==> src/rtl/fz_pkg.sv <==
package fz_pkg;

    localparam int ALPHA_W   = 4;
    localparam int ALPHA_MAX = 15;
    localparam int BYTE_W    = 8;

    typedef logic [ALPHA_W-1:0] alpha_t;

    typedef enum logic [3:0] {
        OP_NOP = 4'd0,
        OP_LDP = 4'd1,
        OP_LDN = 4'd2,
        OP_AND = 4'd3,
        OP_OR  = 4'd4,
        OP_LDK = 4'd5,
        OP_SKM = 4'd6,
        OP_LDM = 4'd7,
        OP_CON = 4'd8,
        OP_OUT = 4'd9
    } fz_op_e;

    typedef enum logic [2:0] {
        ST_IDLE,
        ST_FETCH_L,
        ST_FETCH_V,
        ST_FETCH_R,
        ST_EVAL,
        ST_DIV_ALPHA,
        ST_DIV_OUT
    } fz_state_e;

    // Two of the three shape bytes, held while the third is read.
    typedef struct packed {
        logic [BYTE_W-1:0] lvd;
        logic [BYTE_W-1:0] vtx;
    } mbf_part_t;

    // Control word for the truth-value register file.
    typedef struct packed {
        logic   push;
        alpha_t push_val;
        logic   comb;
        logic   comb_or;
        logic   save;
    } opnd_ctl_t;

    // Convert scaled distance steps into a membership degree.
    function automatic alpha_t alpha_from_steps(input logic [31:0] steps);
        if (steps >= 32'(ALPHA_MAX)) return '0;
        return alpha_t'(32'(ALPHA_MAX) - steps);
    endfunction

    function automatic alpha_t alpha_invert(input alpha_t a);
        return alpha_t'(ALPHA_MAX) - a;
    endfunction

endpackage

==> src/rtl/fz_seq_div.sv <==
// Restoring divider: one quotient bit per cycle, MSB first.
module fz_seq_div #(
    parameter  int NW = 24,
    parameter  int DW = 16,
    localparam int CW = $clog2(NW + 1)
) (
    input  logic          clk,
    input  logic          rst,
    input  logic          start,
    input  logic [NW-1:0] num,
    input  logic [DW-1:0] den,
    output logic          done,
    output logic [NW-1:0] quot
);

    logic [DW-1:0] rem_q;
    logic [DW-1:0] den_q;
    logic [NW-1:0] qr_q;
    logic [CW-1:0] cnt_q;
    logic [DW:0]   rem_sh;
    logic          fits;

    assign rem_sh = {rem_q, qr_q[NW-1]};
    assign fits   = rem_sh >= {1'b0, den_q};
    assign quot   = qr_q;

    always_ff @(posedge clk) begin
        if (rst) begin
            rem_q <= '0;
            den_q <= '0;
            qr_q  <= '0;
            cnt_q <= '0;
            done  <= 1'b0;
        end else begin
            done <= 1'b0;
            if (start) begin
                rem_q <= '0;
                den_q <= den;
                qr_q  <= num;
                cnt_q <= CW'(NW);
            end else if (cnt_q != '0) begin
                qr_q  <= {qr_q[NW-2:0], fits};
                rem_q <= fits ? DW'(rem_sh - {1'b0, den_q}) : rem_sh[DW-1:0];
                cnt_q <= cnt_q - CW'(1);
                if (cnt_q == CW'(1)) done <= 1'b1;
            end
        end
    end

endmodule

==> src/rtl/fz_operand_regs.sv <==
// Truth-value registers: two operand slots, last result K, save register M.
module fz_operand_regs
    import fz_pkg::*;
(
    input  logic      clk,
    input  logic      rst,
    input  opnd_ctl_t ctl,
    output alpha_t    slot_old,
    output alpha_t    slot_new,
    output alpha_t    k_val,
    output alpha_t    m_val
);

    always_ff @(posedge clk) begin
        if (rst) begin
            slot_old <= '0;
            slot_new <= '0;
            k_val    <= '0;
            m_val    <= '0;
        end else begin
            if (ctl.push) begin
                slot_old <= slot_new;
                slot_new <= ctl.push_val;
                k_val    <= ctl.push_val;
            end else if (ctl.comb) begin
                if (ctl.comb_or)
                    k_val <= (slot_old > slot_new) ? slot_old : slot_new;
                else
                    k_val <= (slot_old < slot_new) ? slot_old : slot_new;
            end
            if (ctl.save) m_val <= k_val;
        end
    end

endmodule

==> src/rtl/fz_accum.sv <==
// Weighted-sum and weight-sum accumulators for defuzzification.
module fz_accum
    import fz_pkg::*;
#(
    parameter int ACC_W = 24,
    parameter int DEN_W = 16
) (
    input  logic              clk,
    input  logic              rst,
    input  logic              clr,
    input  logic              add,
    input  logic [BYTE_W-1:0] crisp,
    input  alpha_t            weight,
    output logic [ACC_W-1:0]  num,
    output logic [DEN_W-1:0]  den
);

    localparam int PROD_W = BYTE_W + ALPHA_W;

    logic [PROD_W-1:0] prod;

    assign prod = {{ALPHA_W{1'b0}}, crisp} * {{BYTE_W{1'b0}}, weight};

    always_ff @(posedge clk) begin
        if (rst || clr) begin
            num <= '0;
            den <= '0;
        end else if (add) begin
            num <= num + ACC_W'(prod);
            den <= den + DEN_W'(weight);
        end
    end

endmodule

==> src/rtl/fuzzy_infer_engine.sv <==
module fuzzy_infer_engine
    import fz_pkg::*;
#(
    parameter  int NUM_IN  = 8,
    parameter  int PMEM_AW = 10,
    parameter  int IDX_W   = 9,
    parameter  int ACC_W   = 24,
    parameter  int DEN_W   = 16,
    parameter  int DEST_W  = 8,
    localparam int SEL_W   = $clog2(NUM_IN)
) (
    input  logic               clk,
    input  logic               rst,
    input  logic               in_we,
    input  logic [SEL_W-1:0]   in_sel,
    input  logic [7:0]         in_data,
    input  logic               cmd_valid,
    output logic               cmd_ready,
    input  logic [3:0]         cmd_op,
    input  logic [SEL_W-1:0]   cmd_inp,
    input  logic [IDX_W-1:0]   cmd_idx,
    input  logic [7:0]         cmd_crisp,
    input  logic [DEST_W-1:0]  cmd_dest,
    output logic [PMEM_AW-1:0] pmem_addr,
    input  logic [7:0]         pmem_data,
    output logic               res_done,
    output logic [7:0]         res_data,
    output logic [DEST_W-1:0]  res_dest
);

    localparam int MUL_W   = IDX_W + 2;
    localparam int SCALE_W = BYTE_W + ALPHA_W;

    fz_state_e         state_q;
    logic [PMEM_AW-1:0] base_q;
    logic [SEL_W-1:0]  sel_q;
    logic              neg_q;
    mbf_part_t         part_q;
    logic [BYTE_W-1:0] in_regs [NUM_IN];

    fz_op_e    op;
    logic      fire;
    opnd_ctl_t ctl;
    alpha_t    slot_old, slot_new, k_val, m_val;

    logic              acc_clr, acc_add;
    logic [ACC_W-1:0]  acc_num;
    logic [DEN_W-1:0]  acc_den;

    logic              div_start, div_done;
    logic [ACC_W-1:0]  div_num, div_quot;
    logic [DEN_W-1:0]  div_den;

    // Membership evaluation terms
    logic [BYTE_W-1:0]  x_val, diff, semi;
    logic               below, at_vertex, need_div;
    logic [SCALE_W-1:0] scaled;
    alpha_t             direct_alpha, div_alpha;

    assign op        = fz_op_e'(cmd_op);
    assign cmd_ready = (state_q == ST_IDLE);
    assign fire      = cmd_valid && cmd_ready;

    assign x_val        = in_regs[sel_q];
    assign below        = x_val < part_q.vtx;
    assign at_vertex    = x_val == part_q.vtx;
    assign diff         = below ? (part_q.vtx - x_val) : (x_val - part_q.vtx);
    assign semi         = below ? part_q.lvd : pmem_data;
    assign scaled       = {{ALPHA_W{1'b0}}, diff} * SCALE_W'(ALPHA_MAX);
    assign need_div     = !at_vertex && (semi != '0);
    assign direct_alpha = at_vertex ? alpha_t'(ALPHA_MAX) : '0;
    assign div_alpha    = alpha_from_steps(32'(div_quot));

    always_comb begin
        case (state_q)
            ST_FETCH_V: pmem_addr = base_q + PMEM_AW'(1);
            ST_FETCH_R: pmem_addr = base_q + PMEM_AW'(2);
            default:    pmem_addr = base_q;
        endcase
    end

    always_comb begin
        ctl       = '0;
        acc_add   = 1'b0;
        acc_clr   = 1'b0;
        div_start = 1'b0;
        div_num   = acc_num;
        div_den   = acc_den;
        case (state_q)
            ST_IDLE: begin
                if (fire) begin
                    case (op)
                        OP_AND: ctl.comb = 1'b1;
                        OP_OR: begin
                            ctl.comb    = 1'b1;
                            ctl.comb_or = 1'b1;
                        end
                        OP_LDK: begin
                            ctl.push     = 1'b1;
                            ctl.push_val = k_val;
                        end
                        OP_SKM: ctl.save = 1'b1;
                        OP_LDM: begin
                            ctl.push     = 1'b1;
                            ctl.push_val = m_val;
                        end
                        OP_CON: acc_add = 1'b1;
                        OP_OUT: begin
                            acc_clr   = 1'b1;
                            div_start = (acc_den != '0);
                        end
                        default: ;
                    endcase
                end
            end
            ST_EVAL: begin
                if (need_div) begin
                    div_start = 1'b1;
                    div_num   = ACC_W'(scaled);
                    div_den   = DEN_W'(semi);
                end else begin
                    ctl.push     = 1'b1;
                    ctl.push_val = neg_q ? alpha_invert(direct_alpha) : direct_alpha;
                end
            end
            ST_DIV_ALPHA: begin
                if (div_done) begin
                    ctl.push     = 1'b1;
                    ctl.push_val = neg_q ? alpha_invert(div_alpha) : div_alpha;
                end
            end
            default: ;
        endcase
    end

    always_ff @(posedge clk) begin
        if (rst) begin
            state_q  <= ST_IDLE;
            base_q   <= '0;
            sel_q    <= '0;
            neg_q    <= 1'b0;
            part_q   <= '0;
            res_done <= 1'b0;
            res_data <= '0;
            res_dest <= '0;
            for (int i = 0; i < NUM_IN; i++) in_regs[i] <= '0;
        end else begin
            res_done <= 1'b0;
            if (in_we) in_regs[in_sel] <= in_data;
            case (state_q)
                ST_IDLE: begin
                    if (fire) begin
                        case (op)
                            OP_LDP, OP_LDN: begin
                                base_q  <= PMEM_AW'(MUL_W'(cmd_idx) * MUL_W'(3));
                                sel_q   <= cmd_inp;
                                neg_q   <= (op == OP_LDN);
                                state_q <= ST_FETCH_L;
                            end
                            OP_OUT: begin
                                res_dest <= cmd_dest;
                                if (acc_den == '0) begin
                                    res_done <= 1'b1;
                                    res_data <= '0;
                                end else begin
                                    state_q <= ST_DIV_OUT;
                                end
                            end
                            default: ;
                        endcase
                    end
                end
                ST_FETCH_L: state_q <= ST_FETCH_V;
                ST_FETCH_V: begin
                    part_q.lvd <= pmem_data;
                    state_q    <= ST_FETCH_R;
                end
                ST_FETCH_R: begin
                    part_q.vtx <= pmem_data;
                    state_q    <= ST_EVAL;
                end
                ST_EVAL: state_q <= need_div ? ST_DIV_ALPHA : ST_IDLE;
                ST_DIV_ALPHA: if (div_done) state_q <= ST_IDLE;
                ST_DIV_OUT: begin
                    if (div_done) begin
                        res_done <= 1'b1;
                        res_data <= div_quot[7:0];
                        state_q  <= ST_IDLE;
                    end
                end
                default: state_q <= ST_IDLE;
            endcase
        end
    end

    fz_operand_regs u_opnd (
        .clk      (clk),
        .rst      (rst),
        .ctl      (ctl),
        .slot_old (slot_old),
        .slot_new (slot_new),
        .k_val    (k_val),
        .m_val    (m_val)
    );

    fz_accum #(.ACC_W(ACC_W), .DEN_W(DEN_W)) u_acc (
        .clk    (clk),
        .rst    (rst),
        .clr    (acc_clr),
        .add    (acc_add),
        .crisp  (cmd_crisp),
        .weight (k_val),
        .num    (acc_num),
        .den    (acc_den)
    );

    fz_seq_div #(.NW(ACC_W), .DW(DEN_W)) u_div (
        .clk   (clk),
        .rst   (rst),
        .start (div_start),
        .num   (div_num),
        .den   (div_den),
        .done  (div_done),
        .quot  (div_quot)
    );

endmodule

==> config.mk <==
export PLATFORM = sky130hd
export DESIGN_NAME = fuzzy_infer_engine
export DESIGN_NICKNAME = d
export VERILOG_FILES = /design/src/rtl/fz_pkg.sv /design/src/rtl/fz_seq_div.sv /design/src/rtl/fz_operand_regs.sv /design/src/rtl/fz_accum.sv /design/src/rtl/fuzzy_infer_engine.sv
export SDC_FILE = /design/constraint.sdc
export NUM_CORES = 1
export LEC_CHECK = 0
export BUFFER_PORTS_ARGS = -buffer_cell sky130_fd_sc_hd__buf_2
export CAP_MARGIN = 20
export CELL_PAD_IN_SITES_DETAIL_PLACEMENT = 1
export CELL_PAD_IN_SITES_GLOBAL_PLACEMENT = 1
export CORE_ASPECT_RATIO = 0.75
export CORE_UTILIZATION = 48
export CTS_CLUSTER_SIZE = 8
export DETAILED_ROUTE_END_ITERATION = 10
export PLACE_DENSITY_LB_ADDON = 0.1
export SETUP_SLACK_MARGIN = 0.2
export SLEW_MARGIN = 10
export SYNTH_ARGS = -nofsm -noshare
export SYNTH_HDL_FRONTEND = slang
export SYNTH_SLANG_ARGS = --single-unit
==> constraint.sdc <==
create_clock -name clk -period 8.64 [get_ports clk]
set_input_delay 1.296 -clock clk [delete_from_list [all_inputs] [get_ports clk]]
set_output_delay 1.296 -clock clk [all_outputs]
set_load 0.02 [all_outputs]
==> flow_summary.yaml <==
sta:
  final.setup.tns_ps: 0
  timing.final.hold_violations: 0
  fraction_of_the_cycle_the_final_worst_path_needs: 0.796
  fin_crit_period_ps: 6880
  final.setup.worst_slack_ps: 1760
  slew-limit-headroom: 0.246
  timing_max_transition_violations_final: 0
  timing.clock.skew_ps: 16.9
  worst_slew_pin_slew_ps: 1130
  clock.fmax_ghz: 0.145
  setup_violations: 0
  grt_setup_unrepaired: "no"
global_route:
  grt_util_met1: 0.387
  wire_length_of_the_first_global_routing_pass_mm: 68.2
  antenna_found_initial: 0
  overflow: 0
  globalRouteTotalUtil: 0.271
  grt_use_met2: 0.424
  grt_pass1_vias: 12700
  gr-usage-met3: 0.0502
  grt_start_max_net_pins: 73
  top_usage_layer_grt: "met2"
clock_tree:
  postCtsSetupRepairBufs: 0
  clockRootBuffer: "clkbuf_16"
  clkTransAtPathRegs_ps: 50
  tritoncts_clock_tree: "built"
  cts_hold_repair.buffers: 0
  tritoncts_buffer_count: 35
  cts_repair_resize_count: 0
  tritoncts_num_sinks: 235
  clkLatencyLatePin_ps: 530
  htree_num_levels: 2
  max-clock-path-buffers: 3
routing:
  dr_total_vias: 12300
  total_iterations_of_the_first_detailed_routing_run: 5
  average_detailed_routed_wire_length_per_instance_microns: 19.6
  ant_nets: 0
  initialDrtViolationCount: 768
  route.detailed.drc: 0
  post_drt_via_cell_ratio: 5.74
  route.final.wire_length_mm: 42.1
logic_synthesis:
  number_of_flops_mapped_to_enable_cells_by_yosys: 64
  synth_top_area_cell: "dfxtp_1"
  syn-mean-instance-area_sq_um: 8.88
  count_of_state_elements_after_synthesis: 235
  synth.yosys.seq_area_share: 0.361
  yosysUniqueCellTypes: 74
  synthesis.instances: 1668
  ys.flop_type: "dfxtp_1"
  mappedNetlistNets: 1850
  post_synth_instance_area_sq_um: 14800
  post_synth_main_area_contributors: "dfxtp_1 (23%), edfxtp_1 (13%), ha_1 (7.7%)"
  synth-async-reset-ratio: 0
  synth_warnings: 0
  synthDominantCellAreaShare: 0.231
power_and_ir_drop:
  power.ir.vdd_worst_mv: 0.210
  p_per_area_nw_per_um2: 303
  power_leakage_uw: 0.00670
final_layout:
  num-nets-final: 1913
  post-route-cell-area_sq_um: 16500
  layout.cells.most_common: "nand2_1"
  final_util: 0.545
  area_growth_pct: 11.5
  post_route_cells_drive_above_1_share: 0.108
  n_antenna_cell: 0
  layout.cells.most_common_list: "nand2_1 (180), dfxtp_1 (171), a21oi_1 (144), nor2_1 (143), inv_1 (119)"
setup_path:
  arrival_ps: 7330
  critical_path.startpoint_type: "register"
  timing_worst_setup_path_type: "register to register"
  cp_data_required_time_ps: 9100
  worstSetupEndpointType: "register"
  worstPathMaxFanout: 19
place:
  place.gp.congestion: 0.892
  placed_cell_area_sq_um: 15500
  preCtsSetupSlack_ps: 1420
  portBuffers: 82
  dp_hpwl_mm: 31.0
run_status:
  outcome: "completed"
job:
  cap_viol_max_count: 0
floorplanning:
  die-height_microns: 154
  core_sq_um: 30300
  floorplan.rows: 55
  dieArea_sq_um: 31600
  die_x_microns: 205
  io_pins: 83
  start_util: 0.489
min_path:
  hold_class: "register to register"
-- power breakdown --
part	internal, uW	switching (uW)	leakage, uW
Clock	742	511	0.000467
Combinational	976	1430	0.00424
Sequential	1230	108	0.00200
-- final timing paths --
check	depth (start not counted)	slack, ps	startpoint	endpoint
hold / removal	2	460	u_div.den_q[9]	u_div.den_q[9]
hold reg to reg	2	460	u_div.den_q[9]	u_div.den_q[9]
setup / recovery	24	1760	register	u_div.quot[9]
setup reg to reg	24	1760	register	u_div.quot[9]
-- area by class of cell --
class / count / area (sq um)
Fill cell: 3548 / 13800
Inverter: 120 / 450
Tap cell: 399 / 499
Multi-Input combinational cell: 1238 / 8690
Clock buffer: 45 / 913
Timing Repair Buffer: 101 / 558
Clock inverter: 4 / 56.3
Sequential cell: 235 / 5350
-- cell usage after synthesis (3+ instances only) --
master and n:
o211ai_1 20, nand4b_1 4, buf_1 6, buf_4 4, a21o_1 22, xnor2_1 45, and3_1 6, nand3_1 40
or3_1 15, nand4_1 12, a31oi_1 3, o31ai_1 7, inv_1 119, mux4_2 16, o22ai_1 5, nor4b_1 3
and4_1 5, o21bai_1 4, nor4_1 16, or2_2 6, a211oi_1 39, nand2b_1 18, nor3_1 32, mux2_2 6
a21oi_1 144, nor3b_1 4, ha_1 91, o221ai_1 3, nor2_1 143, o21ai_0 71, clkbuf_1 44, nor2b_1 15
xor2_1 26, dfxtp_1 171, buf_2 19, nand3b_1 5, edfxtp_1 64, nand2_1 180, o21a_1 5, and2_1 87
a21boi_0 5, mux2i_1 58, fa_1 36, a221oi_1 5
-- kinds of logic (layout without fill, tap and decap cells) --
logic type      after synthesis  count (layout)  share of synthesized area
compound gates              356             356                      0.148
xor+xnor                     71              71                     0.0420
fa+ha+maj                   127             127                      0.125
buf+inv                     195             270                     0.0530
flops                       235             235                      0.361
mux                          81              81                     0.0691
simple gates                603             603                      0.201
-- critical path, stage by stage (launching register included) --
cell      delay [ps]
dfxtp_1          610
buf_8            230
mux4_2           510
mux2i_1          270
inv_1            100
ha_1             460
a21o_1           170
a21o_1           160
a21o_1           730
mux2i_1          200
xnor2_1          590
xnor2_1          240
inv_1             90
ha_1             290
inv_1             50
fa_1             490
inv_1             40
ha_1             340
nand3_1           90
o211ai_1         220
nor4_1            90
nor3_1           390
xor2_1           180
o211ai_1          90
a21oi_1          160
-- sequential cells by signal (all words and copies together) (netlist names), 5 cells and up, named ones only --
register,cells
u_div.cnt_q,5
u_div.den_q,16
res_dest,8
res_data,8
base_q,10
in_regs,64
u_acc.num,24
u_div.rem_q,16
u_div.quot,24
u_acc.den,16
part_q,16
-- routing by layer --
layer	up-vias	wire length [microns]
met2	235	18800
met5	-	0
met3	59	2080
met4	0	694
li1	5943	-
met1	6064	20500
-- per-stage QoR --
| stage | hold slack (ps) | std cells | power, uW |
|---|---|---|---|
| after floorplan | 436 | 1668 | 3190 |
| after global placement | 447 | 2088 | 3620 |
| after detailed placement | 458 | 2089 | 3750 |
| after CTS | 465 | 2138 | 5020 |
| after global routing | 483 | 2142 | 5370 |
| final | 462 | 2142 | 5000 |
Power figures use the tool's default switching activity.
